**config.mk**
```make
export PLATFORM = sky130hd
export DESIGN_NAME = irq_ctrl
export DESIGN_NICKNAME = d
export VERILOG_FILES = /design/src/rtl/irq_pkg.sv /design/src/rtl/irq_src_bank.sv /design/src/rtl/irq_scan_fsm.sv /design/src/rtl/irq_ctrl.sv
export SDC_FILE = /design/constraint.sdc
export NUM_CORES = 1
export LEC_CHECK = 0
export BUFFER_PORTS_ARGS = -buffer_cell sky130_fd_sc_hd__buf_4
export CAP_MARGIN = 30
export CORE_MARGIN = 1
export CORE_UTILIZATION = 35
export DETAILED_ROUTE_END_ITERATION = 10
export HOLD_SLACK_MARGIN = 0.05
export PLACE_DENSITY = 0.49
export RECOVER_POWER = 25
export SLEW_MARGIN = 5
export SYNTH_ARGS = -nofsm -noshare
export SYNTH_HDL_FRONTEND = slang
export SYNTH_SLANG_ARGS = --single-unit
export TNS_END_PERCENT = 10
```
**constraint.sdc**
```tcl
create_clock -name clk -period 5.4 [get_ports clk]
set_clock_uncertainty 0.2 [all_clocks]
set_input_delay 0.27 -clock clk [delete_from_list [all_inputs] [get_ports clk]]
set_output_delay 0.27 -clock clk [all_outputs]
set_load 0.1 [all_outputs]
```
**src/rtl/irq_pkg.sv**
```systemverilog
package irq_pkg;

    localparam int unsigned LVL_W = 3;

    typedef logic [LVL_W-1:0] lvl_t;

    localparam lvl_t LVL_OFF   = '1;
    localparam lvl_t MASK_INIT = '1;

    typedef enum logic [1:0] {
        SCAN_IDLE   = 2'd0,
        SCAN_WALK   = 2'd1,
        SCAN_COMMIT = 2'd2
    } scan_state_e;

endpackage

```
**src/rtl/irq_src_bank.sv**
```systemverilog
module irq_src_bank
    import irq_pkg::*;
#(
    parameter int unsigned NSRC = 8,
    parameter int unsigned IDXW = 3
) (
    input  logic                  clk,
    input  logic                  rst_n,
    input  logic [NSRC-1:0]       src_req,
    input  logic                  cfg_we,
    input  logic [IDXW-1:0]       cfg_sel,
    input  lvl_t                  cfg_wlvl,
    input  logic                  cfg_wmode,
    input  logic                  clr_en,
    input  logic [IDXW-1:0]       clr_idx,
    output logic [NSRC*LVL_W-1:0] lvl_flat,
    output logic [NSRC-1:0]       mode_vec,
    output logic [NSRC-1:0]       pend_vec
);

    for (genvar g = 0; g < NSRC; g++) begin : g_src
        lvl_t lvl_q;
        logic mode_q;
        logic req_d;
        logic latch_q;
        logic rise;
        logic hit_cfg;
        logic hit_clr;

        assign hit_cfg = cfg_we && (cfg_sel == IDXW'(g));
        assign hit_clr = clr_en && (clr_idx == IDXW'(g));
        assign rise    = src_req[g] && !req_d;

        always_ff @(posedge clk) begin
            if (!rst_n) begin
                lvl_q  <= LVL_OFF;
                mode_q <= 1'b0;
            end else if (hit_cfg) begin
                lvl_q  <= cfg_wlvl;
                mode_q <= cfg_wmode;
            end
        end

        always_ff @(posedge clk) begin
            if (!rst_n) begin
                req_d   <= 1'b0;
                latch_q <= 1'b0;
            end else begin
                req_d <= src_req[g];
                if (!mode_q)
                    latch_q <= 1'b0;
                else if (rise)
                    latch_q <= 1'b1;
                else if (hit_clr)
                    latch_q <= 1'b0;
            end
        end

        assign lvl_flat[g*LVL_W +: LVL_W] = lvl_q;
        assign mode_vec[g]                = mode_q;
        assign pend_vec[g]                = mode_q ? latch_q : src_req[g];
    end

endmodule

```
**src/rtl/irq_scan_fsm.sv**
```systemverilog
module irq_scan_fsm
    import irq_pkg::*;
#(
    parameter int unsigned NSRC = 8,
    parameter int unsigned IDXW = 3
) (
    input  logic                  clk,
    input  logic                  rst_n,
    input  logic                  restart,
    input  lvl_t                  mask,
    input  logic [NSRC-1:0]       pend_vec,
    input  logic [NSRC*LVL_W-1:0] lvl_flat,
    output logic                  irq,
    output logic [IDXW-1:0]       win_idx,
    output lvl_t                  win_lvl
);

    localparam logic [IDXW-1:0] LAST = IDXW'(NSRC - 1);

    scan_state_e     state_q;
    scan_state_e     state_d;
    logic [IDXW-1:0] idx_q;
    logic            best_vld_q;
    logic [IDXW-1:0] best_idx_q;
    lvl_t            best_lvl_q;
    lvl_t            cand_lvl;
    logic            cand_ok;

    assign cand_lvl = lvl_flat[idx_q*LVL_W +: LVL_W];
    assign cand_ok  = pend_vec[idx_q]
                   && (cand_lvl < mask)
                   && (!best_vld_q || (cand_lvl < best_lvl_q));

    always_comb begin
        state_d = state_q;
        unique case (state_q)
            SCAN_IDLE:   state_d = SCAN_WALK;
            SCAN_WALK:   state_d = (idx_q == LAST) ? SCAN_COMMIT : SCAN_WALK;
            SCAN_COMMIT: state_d = SCAN_WALK;
            default:     state_d = SCAN_IDLE;
        endcase
        if (restart)
            state_d = SCAN_WALK;
    end

    always_ff @(posedge clk) begin
        if (!rst_n)
            state_q <= SCAN_IDLE;
        else
            state_q <= state_d;
    end

    always_ff @(posedge clk) begin
        if (!rst_n) begin
            idx_q      <= '0;
            best_vld_q <= 1'b0;
            best_idx_q <= '0;
            best_lvl_q <= LVL_OFF;
        end else if (restart || state_q != SCAN_WALK) begin
            idx_q      <= '0;
            best_vld_q <= 1'b0;
            best_idx_q <= '0;
            best_lvl_q <= LVL_OFF;
        end else begin
            if (idx_q != LAST)
                idx_q <= idx_q + 1'b1;
            if (cand_ok) begin
                best_vld_q <= 1'b1;
                best_idx_q <= idx_q;
                best_lvl_q <= cand_lvl;
            end
        end
    end

    always_ff @(posedge clk) begin
        if (!rst_n) begin
            irq     <= 1'b0;
            win_idx <= '0;
            win_lvl <= LVL_OFF;
        end else if (restart) begin
            irq <= 1'b0;
        end else if (state_q == SCAN_COMMIT) begin
            irq     <= best_vld_q;
            win_idx <= best_idx_q;
            win_lvl <= best_lvl_q;
        end
    end

endmodule

```
**src/rtl/irq_ctrl.sv**
```systemverilog
module irq_ctrl
    import irq_pkg::*;
#(
    parameter int unsigned NSRC      = 8,
    parameter int unsigned ADDR_W    = 6,
    parameter int unsigned MASK_ADDR = 0,
    parameter int unsigned VEC_ADDR  = 1,
    parameter int unsigned CFG_BASE  = 16
) (
    input  logic              clk,
    input  logic              rst_n,
    input  logic [NSRC-1:0]   src_req,
    input  logic [ADDR_W-1:0] bus_addr,
    input  logic              bus_wr,
    input  logic              bus_rd,
    input  logic [7:0]        bus_wdata,
    output logic [7:0]        bus_rdata,
    output logic              cpu_irq
);

    localparam int unsigned IDXW = $clog2(NSRC);
    localparam int unsigned PADW = 7 - IDXW;

    logic                  is_mask;
    logic                  is_vec;
    logic                  is_cfg;
    logic [ADDR_W-1:0]     cfg_off;
    logic [IDXW-1:0]       cfg_sel;
    logic                  mask_wr;
    logic                  vec_take;
    logic                  restart;
    lvl_t                  mask_q;
    lvl_t                  win_lvl;
    logic [IDXW-1:0]       win_idx;
    logic [NSRC*LVL_W-1:0] lvl_flat;
    logic [NSRC-1:0]       mode_vec;
    logic [NSRC-1:0]       pend_vec;
    lvl_t                  sel_lvl;

    assign is_mask  = (bus_addr == ADDR_W'(MASK_ADDR));
    assign is_vec   = (bus_addr == ADDR_W'(VEC_ADDR));
    assign is_cfg   = (bus_addr >= ADDR_W'(CFG_BASE))
                   && (bus_addr <  ADDR_W'(CFG_BASE + NSRC));
    assign cfg_off  = bus_addr - ADDR_W'(CFG_BASE);
    assign cfg_sel  = cfg_off[IDXW-1:0];

    assign mask_wr  = bus_wr && is_mask;
    assign vec_take = bus_rd && is_vec && cpu_irq;
    assign restart  = mask_wr || vec_take;

    always_ff @(posedge clk) begin
        if (!rst_n)
            mask_q <= MASK_INIT;
        else if (mask_wr)
            mask_q <= bus_wdata[LVL_W-1:0];
        else if (vec_take)
            mask_q <= win_lvl;
    end

    irq_src_bank #(
        .NSRC (NSRC),
        .IDXW (IDXW)
    ) u_bank (
        .clk       (clk),
        .rst_n     (rst_n),
        .src_req   (src_req),
        .cfg_we    (bus_wr && is_cfg),
        .cfg_sel   (cfg_sel),
        .cfg_wlvl  (bus_wdata[LVL_W-1:0]),
        .cfg_wmode (bus_wdata[7]),
        .clr_en    (vec_take),
        .clr_idx   (win_idx),
        .lvl_flat  (lvl_flat),
        .mode_vec  (mode_vec),
        .pend_vec  (pend_vec)
    );

    irq_scan_fsm #(
        .NSRC (NSRC),
        .IDXW (IDXW)
    ) u_scan (
        .clk      (clk),
        .rst_n    (rst_n),
        .restart  (restart),
        .mask     (mask_q),
        .pend_vec (pend_vec),
        .lvl_flat (lvl_flat),
        .irq      (cpu_irq),
        .win_idx  (win_idx),
        .win_lvl  (win_lvl)
    );

    assign sel_lvl = lvl_flat[cfg_sel*LVL_W +: LVL_W];

    always_comb begin
        bus_rdata = 8'h00;
        if (is_mask)
            bus_rdata = {{(8-LVL_W){1'b0}}, mask_q};
        else if (is_vec)
            bus_rdata = cpu_irq ? {1'b1, {PADW{1'b0}}, win_idx} : 8'h00;
        else if (is_cfg)
            bus_rdata = {mode_vec[cfg_sel], {(7-LVL_W){1'b0}}, sel_lvl};
    end

endmodule

```
=== Yosys cells after proc, flatten, opt, wreduce, memory -nomap -nowiden ===
Cells that the tools add are included.

* Register bits after elaboration: 70
* Input bits: 26
* Logic and storage cells: 181

* Mux-type cells: 37
* Equality and inequality tests: 20
* Shift operators: 2
* $lt $le $gt $ge: 6
* $add $sub $neg: 2
* Reductions and logical operators: 68
* Bitwise gates (word level): 2
* Multipliers: 2

{| class="wikitable"
|+ Operator list
! kind !! number
|-
| 24-bit by 6-bit variable part select with 3-bit output || 2
|-
| 8-bit 2-to-1 mux || 4
|-
| 1-bit logical AND || 31
|-
| 3-bit == test, second input constant || 9
|-
| 1-bit 2-to-1 mux || 27
|-
| 2-bit AND reduction || 9
|-
| 2-bit nonzero test || 9
|-
| 3-bit by 2-bit == test with 1-bit output, second input constant || 4
|-
| 3-bit by 2-bit multiplier with 5-bit output, second input constant || 2
|-
| 1-bit logical NOT || 9
|-
| 3-bit by 4-bit < comparator with 1-bit output, second input constant || 2
|-
| 1-bit binary-select mux with 3-bit select || 2
|-
| 3-bit by 1-bit == test with 1-bit output, second input constant || 2
|-
| 6-bit by 1-bit == test with 1-bit output, second input constant || 1
|-
| 6-bit by 5-bit >= comparator with 1-bit output, second input constant || 1
|-
| 3-bit logical NOT || 2
|-
| 6-bit logical NOT || 1
|-
| 3-bit < comparator || 2
|-
| 6-bit by 5-bit < comparator with 1-bit output, second input constant || 1
|-
| 3-bit 2-to-1 mux || 2
|-
| 2-bit OR reduction || 3
|-
| 2-bit one-hot mux with 2 select lines || 1
|-
| 3-bit by 1-bit adder with 3-bit output, second input constant || 1
|-
| 1-bit logical OR || 3
|-
| 8 further kinds || 9
|}

=== Depth between registers and ports, before layout ===
* Depth after elaboration: 6
* Depth in mapped cells: 9
* Depth with buffers taken out: 8

=== Hierarchy ===
From an unflattened synthesis, not the netlist that was laid out.

* Cell total of the unflattened synthesis: 396
* Area total of the unflattened synthesis: 3875.0 µm²

{| class="wikitable"
|+ By module, submodules not included
! module !! instances !! cells each !! area an instance (µm²) !! sequential area each (µm²)
|-
| irq_src_bank || 1 || 204 || 2038.2 || 960.9
|-
| irq_scan_fsm || 1 || 115 || 1201.2 || 380.4
|-
| irq_ctrl || 1 || 77 || 635.6 || 60.1
|}

=== Least setup slack after synthesis ===
Ideal clock, no wire load.

* Path kind: input to output
* Start point: input port bus_addr[0]
* End point: output port bus_rdata[2]
* Arrival time: 3418 ps
* Path slack: 1512 ps
* Buffers on the path: 2
* Stages: 5
* Data required time: 4930 ps
* Path through: clkbuf_1 buf_1 mux4_2 mux2i_1 o21ai_0

* Cells in the longest elaborated chain, start to end: 6
* Elaborated cells between the ends (all ways): 11

{| class="wikitable"
|+ Ends and longest elaborated chain
! element !! line !! source
|-
| from (decl) || irq_ctrl.sv:13 || <nowiki>input logic [ADDR_W-1:0] bus_addr,</nowiki>
|-
| 3-bit by 1-bit subtractor with 3-bit output || irq_ctrl.sv:44 || <nowiki>assign cfg_off = bus_addr - ADDR_W'(CFG_BASE);</nowiki>
|-
| 3-bit by 2-bit multiplier with 5-bit output || irq_ctrl.sv:93 || <nowiki>assign sel_lvl = lvl_flat[cfg_sel*LVL_W +: LVL_W];</nowiki>
|-
| 24-bit by 6-bit variable part select with 3-bit output || irq_ctrl.sv:93 ||
|-
| 8-bit 2-to-1 mux || irq_ctrl.sv:101 || <nowiki>else if (is_cfg)</nowiki>
|-
| 8-bit 2-to-1 mux || irq_ctrl.sv:99 || <nowiki>else if (is_vec)</nowiki>
|-
| 8-bit 2-to-1 mux * || irq_ctrl.sv:97 || <nowiki>if (is_mask)</nowiki>
|-
| to (decl) || irq_ctrl.sv:17 || <nowiki>output logic [7:0] bus_rdata,</nowiki>
|}

Mark *: on every way between the ends. The rest lies on a longest branch, timed or not.

=== Final worst setup path ===
* Start point: register u_scan.idx_q[0]
* End point: register u_scan.best_idx_q[2]

* Cells in the longest elaborated chain, start to end: 5
* Elaborated cells between the ends (all ways): 9

{| class="wikitable"
|+ Ends and longest elaborated chain
! element !! line !! source
|-
| from (decl) || irq_scan_fsm.sv:22 || <nowiki>logic [IDXW-1:0] idx_q;</nowiki>
|-
| from (signal assigned) || irq_scan_fsm.sv:66 || <nowiki>idx_q <= idx_q + 1'b1;</nowiki>
|-
| 3-bit by 2-bit multiplier with 5-bit output * || irq_scan_fsm.sv:29 || <nowiki>assign cand_lvl = lvl_flat[idx_q*LVL_W +: LVL_W];</nowiki>
|-
| 24-bit by 6-bit variable part select with 3-bit output * || irq_scan_fsm.sv:29 ||
|-
| named net u_scan.cand_lvl[2] || irq_scan_fsm.sv:26 || <nowiki>lvl_t cand_lvl;</nowiki>
|-
| 3-bit < comparator (on tied branches) || irq_scan_fsm.sv:31, irq_scan_fsm.sv:32 ||
|-
| 1-bit logical AND or 1-bit logical OR (tied branches) || irq_scan_fsm.sv:31, irq_scan_fsm.sv:32 ||
|-
| 1-bit logical AND * || irq_scan_fsm.sv:32 || <nowiki>&& (!best_vld_q || (cand_lvl < best_lvl_q));</nowiki>
|-
| to (signal assigned) || irq_scan_fsm.sv:69 || <nowiki>best_idx_q <= idx_q;</nowiki>
|-
| to (decl) || irq_scan_fsm.sv:24 || <nowiki>logic [IDXW-1:0] best_idx_q;</nowiki>
|}

The timed path passes the listed nets; every way through them passes the cells marked *. The select of a mux whose other input is x is not followed.
A chain may end at the register's enable or synchronous reset.

==> impl_metrics.py <==
metrics = {
    "drt": {
        "drt_iter0_drc": 116,
        "vias_per_cell": 5.04,
        "drtPass1Iterations": 4,
        "drt_wl_total_mm": 8.66,
        "wl_per_cell_microns": 16.5,
        "ant_nets": 0,
        "drcViolationCount": 0,
        "vias": 2647,
    },
    "place": {
        "dpl.hpwl_mm": 5.93,
        "port_buffers": 26,
        "placedCellCount": 497,
        "placed_area_sq_um": 3790,
        "place_worst_setup_slack_ns": 1.60,
        "place_congestion": 0.781,
    },
    "finish": {
        "final_util": 0.416,
        "fin_cells": 525,
        "syn2layout_area_growth_pct": 15.2,
        "fin_nets": 420,
        "fillers": 991,
        "diodes": 0,
        "final_cell_area_sq_um": 4060,
        "drive_above_1_share": 0.135,
    },
    "sta": {
        "rsz0062_at_grt": "false",
        "worst_pin_slew_ns": 1.16,
        "drv_slew": 0,
        "setup_violations": 0,
        "period_needed_ns": 3.84,
        "hold_viol": 0,
        "hold_ws_ns": 0.177,
        "fin_setup_tns_ns": 0,
        "slew_headroom": 0.232,
        "finalWorstSetupSlack_ns": 1.56,
        "clock.fmax_mhz": 260,
        "post-route-period-util": 0.712,
    },
    "clocking": {
        "cts_tree": "done",
        "h-tree-depth": 3,
        "clk_pin_slew_worst_paths_ns": 0.07,
        "cts_sinks": 70,
        "cts_resized": 0,
        "root_buffer": "clkbuf_8",
        "numCtsBuffers": 9,
        "insertion_delay_ns": 0.35,
        "ctsLongestPathBuffers": 2,
    },
    "worst_hold_path": {
        "min_delay_path_depth": 2,
        "min-delay-start": "rst_n",
        "min_path_type": "input pin to flop",
        "whs_endpoint": "u_bank.g_src[0].lvl_q[0]",
    },
    "global_route": {
        "grt_pass1_vias": 2571,
        "grt_max_degree": 62,
        "grt_pass1_wl_mm": 13.9,
        "antenna_found_initial": 0,
        "grt_overflow": 0,
        "grtUsageTotal": 0.181,
    },
    "outcome": {
        "outcome": "finished clean",
    },
    "yosys": {
        "synth_common_cells": "dfxtp_1 (70), mux2i_1 (51), nand2_1 (49)",
        "synth_area_leaders": "dfxtp_1 (40%), mux2i_1 (14%), mux4_2 (5.7%), nand2_1 (5.2%), mux4_1 (3.0%)",
        "ys.flop_type": "dfxtp_1",
        "ys_ff_latch": 70,
        "yosys_warnings": 0,
        "synth_top_area_frac": 0.397,
        "synth_largest_area_cell": "dfxtp_1",
        "avgSynthCellArea_sq_um": 9.80,
        "yosysUniqueCellTypes": 43,
        "syn_area_sq_um": 3530,
        "ys_seq_area_frac": 0.397,
        "synth_cells": 360,
        "ys_async_sr_fraction": 0,
        "yosysMostFrequentCell": "dfxtp_1",
        "synth_edf_count": 0,
    },
    "floorplanning": {
        "floorplan.initialDensity": 0.361,
        "die_area_sq_um": 10500,
        "die_h_microns": 102,
        "die_width_microns": 102,
        "io_pins": 35,
        "core_sq_um": 9770,
        "placementRows": 36,
    },
    "critical_path": {
        "startpoint_type": "flop",
        "r2r-end": "u_scan.best_idx_q[2]",
        "arrival_ns": 3.92,
        "cp_data_required_time_ns": 5.47,
        "ff2ff_path_depth": 8,
        "worstSetupPathType": "flop to flop",
        "endpoint_kind": "flop",
        "cp_max_fo": 11,
        "reg2reg_from": "u_scan.idx_q[0]",
        "r2r_slack_ns": 1.56,
    },
    "pwr": {
        "p_per_area_nw_per_um2": 256,
        "power_leakage_nw": 1.47,
        "vdd_ir_drop_max_mv": 0.127,
        "power.total_mw": 1.04,
    },
    "job": {
        "drv_cap": 0,
    },
}
[sequential cells by signal, summed over array words and instances (netlist names)]
signal / count
u_bank.g_src.req_d: 8
u_scan.best_vld_q: 1
u_scan.irq: 1
u_scan.best_idx_q: 3
u_bank.g_src.mode_q: 8
u_scan.win_lvl: 3
u_bank.g_src.lvl_q: 24
u_scan.win_idx: 3
u_bank.g_src.latch_q: 8
mask_q: 3
u_scan.state_q: 2
u_scan.idx_q: 3
u_scan.best_lvl_q: 3
[worst max path at each step]
stage | slack, ns | endpoint | from
after floorplan | 1.51 | bus_rdata[2] | bus_addr[0]
after global placement | 1.65 | u_scan.best_lvl_q[2] | u_scan.idx_q[0]
after detailed placement | 1.60 | u_scan.best_lvl_q[0] | u_scan.idx_q[0]
after CTS | 1.56 | u_scan.best_lvl_q[1] | u_scan.idx_q[0]
after global routing | 1.35 | u_scan.best_lvl_q[0] | u_scan.idx_q[0]
final | 1.56 | u_scan.best_idx_q[2] | u_scan.idx_q[0]
[critical path: stages, from the launching register on]
cell      delay [ns]
dfxtp_1         0.75
mux4_1          0.63
mux2_2          0.33
ha_1            0.30
a21oi_1         0.29
nand3_1         0.12
o32a_1          0.38
a221oi_4        0.53
mux2i_1         0.24
[cell families (layout without fill, tap and decap cells)]
family          after synthesis  count (layout)  share of synthesized area
simple gates                132             132                      0.186
mux                          74              74                      0.265
flops                        70              70                      0.397
compound gates               41              41                     0.0834
buf+inv                      35              64                     0.0436
fa+ha+maj                     6               6                     0.0213
other cells                   1               4                    0.00106
xor+xnor                      1               1                    0.00248
[power breakdown]
part,switching [mW],leakage [nW],internal (mW)
Sequential,0.00620,0.568,0.521
Combinational,0.0577,0.811,0.0347
Clock,0.199,0.0952,0.222
Total,0.262,1.47,0.778
[final cells by class]
cell class                      instances  area [sq um]  share of cell area
Clock buffer                           11           141              0.0348
Sequential cell                        70          1400               0.345
Timing Repair Buffer                   41           294              0.0724
Tap cell                              133           166              0.0409
Multi-Input combinational cell        258          1980               0.488
Inverter                                8          30.0             0.00739
Clock inverter                          4          47.5              0.0117
[placed cells by master, fill, tap and decap left out, drive strengths merged, types with 6 or more instances in the layout]
| cell | count |
|---|---|
| mux4 | 13 |
| mux2i | 51 |
| buf | 17 |
| mux2 | 10 |
| dlygate4sd3 | 13 |
| ha | 6 |
| o21ai | 7 |
| nor2b | 14 |
| nand2b | 15 |
| and2 | 10 |
| nand2 | 49 |
| dfxtp | 70 |
| nor2 | 14 |
| clkbuf | 22 |
| a21oi | 12 |
| inv | 8 |
| nand3 | 17 |
[per-layer routing]
layer	track usage	vias to the layer above	routed length (microns)
met5	0	-	0
met4	0.0560	0	107
met3	0.0349	8	277
met2	0.290	44	3920
met1	0.246	1277	4360
li1	-	1318	-
[repair_timing]
item                                   in CTS  in global routing
buffers inserted                            0                  0
setup endpoints to repair                   0                  0
endpoints found under the hold margin      43                  0
hold buffers                               13                  0
(Power assumes the default switching activity.)
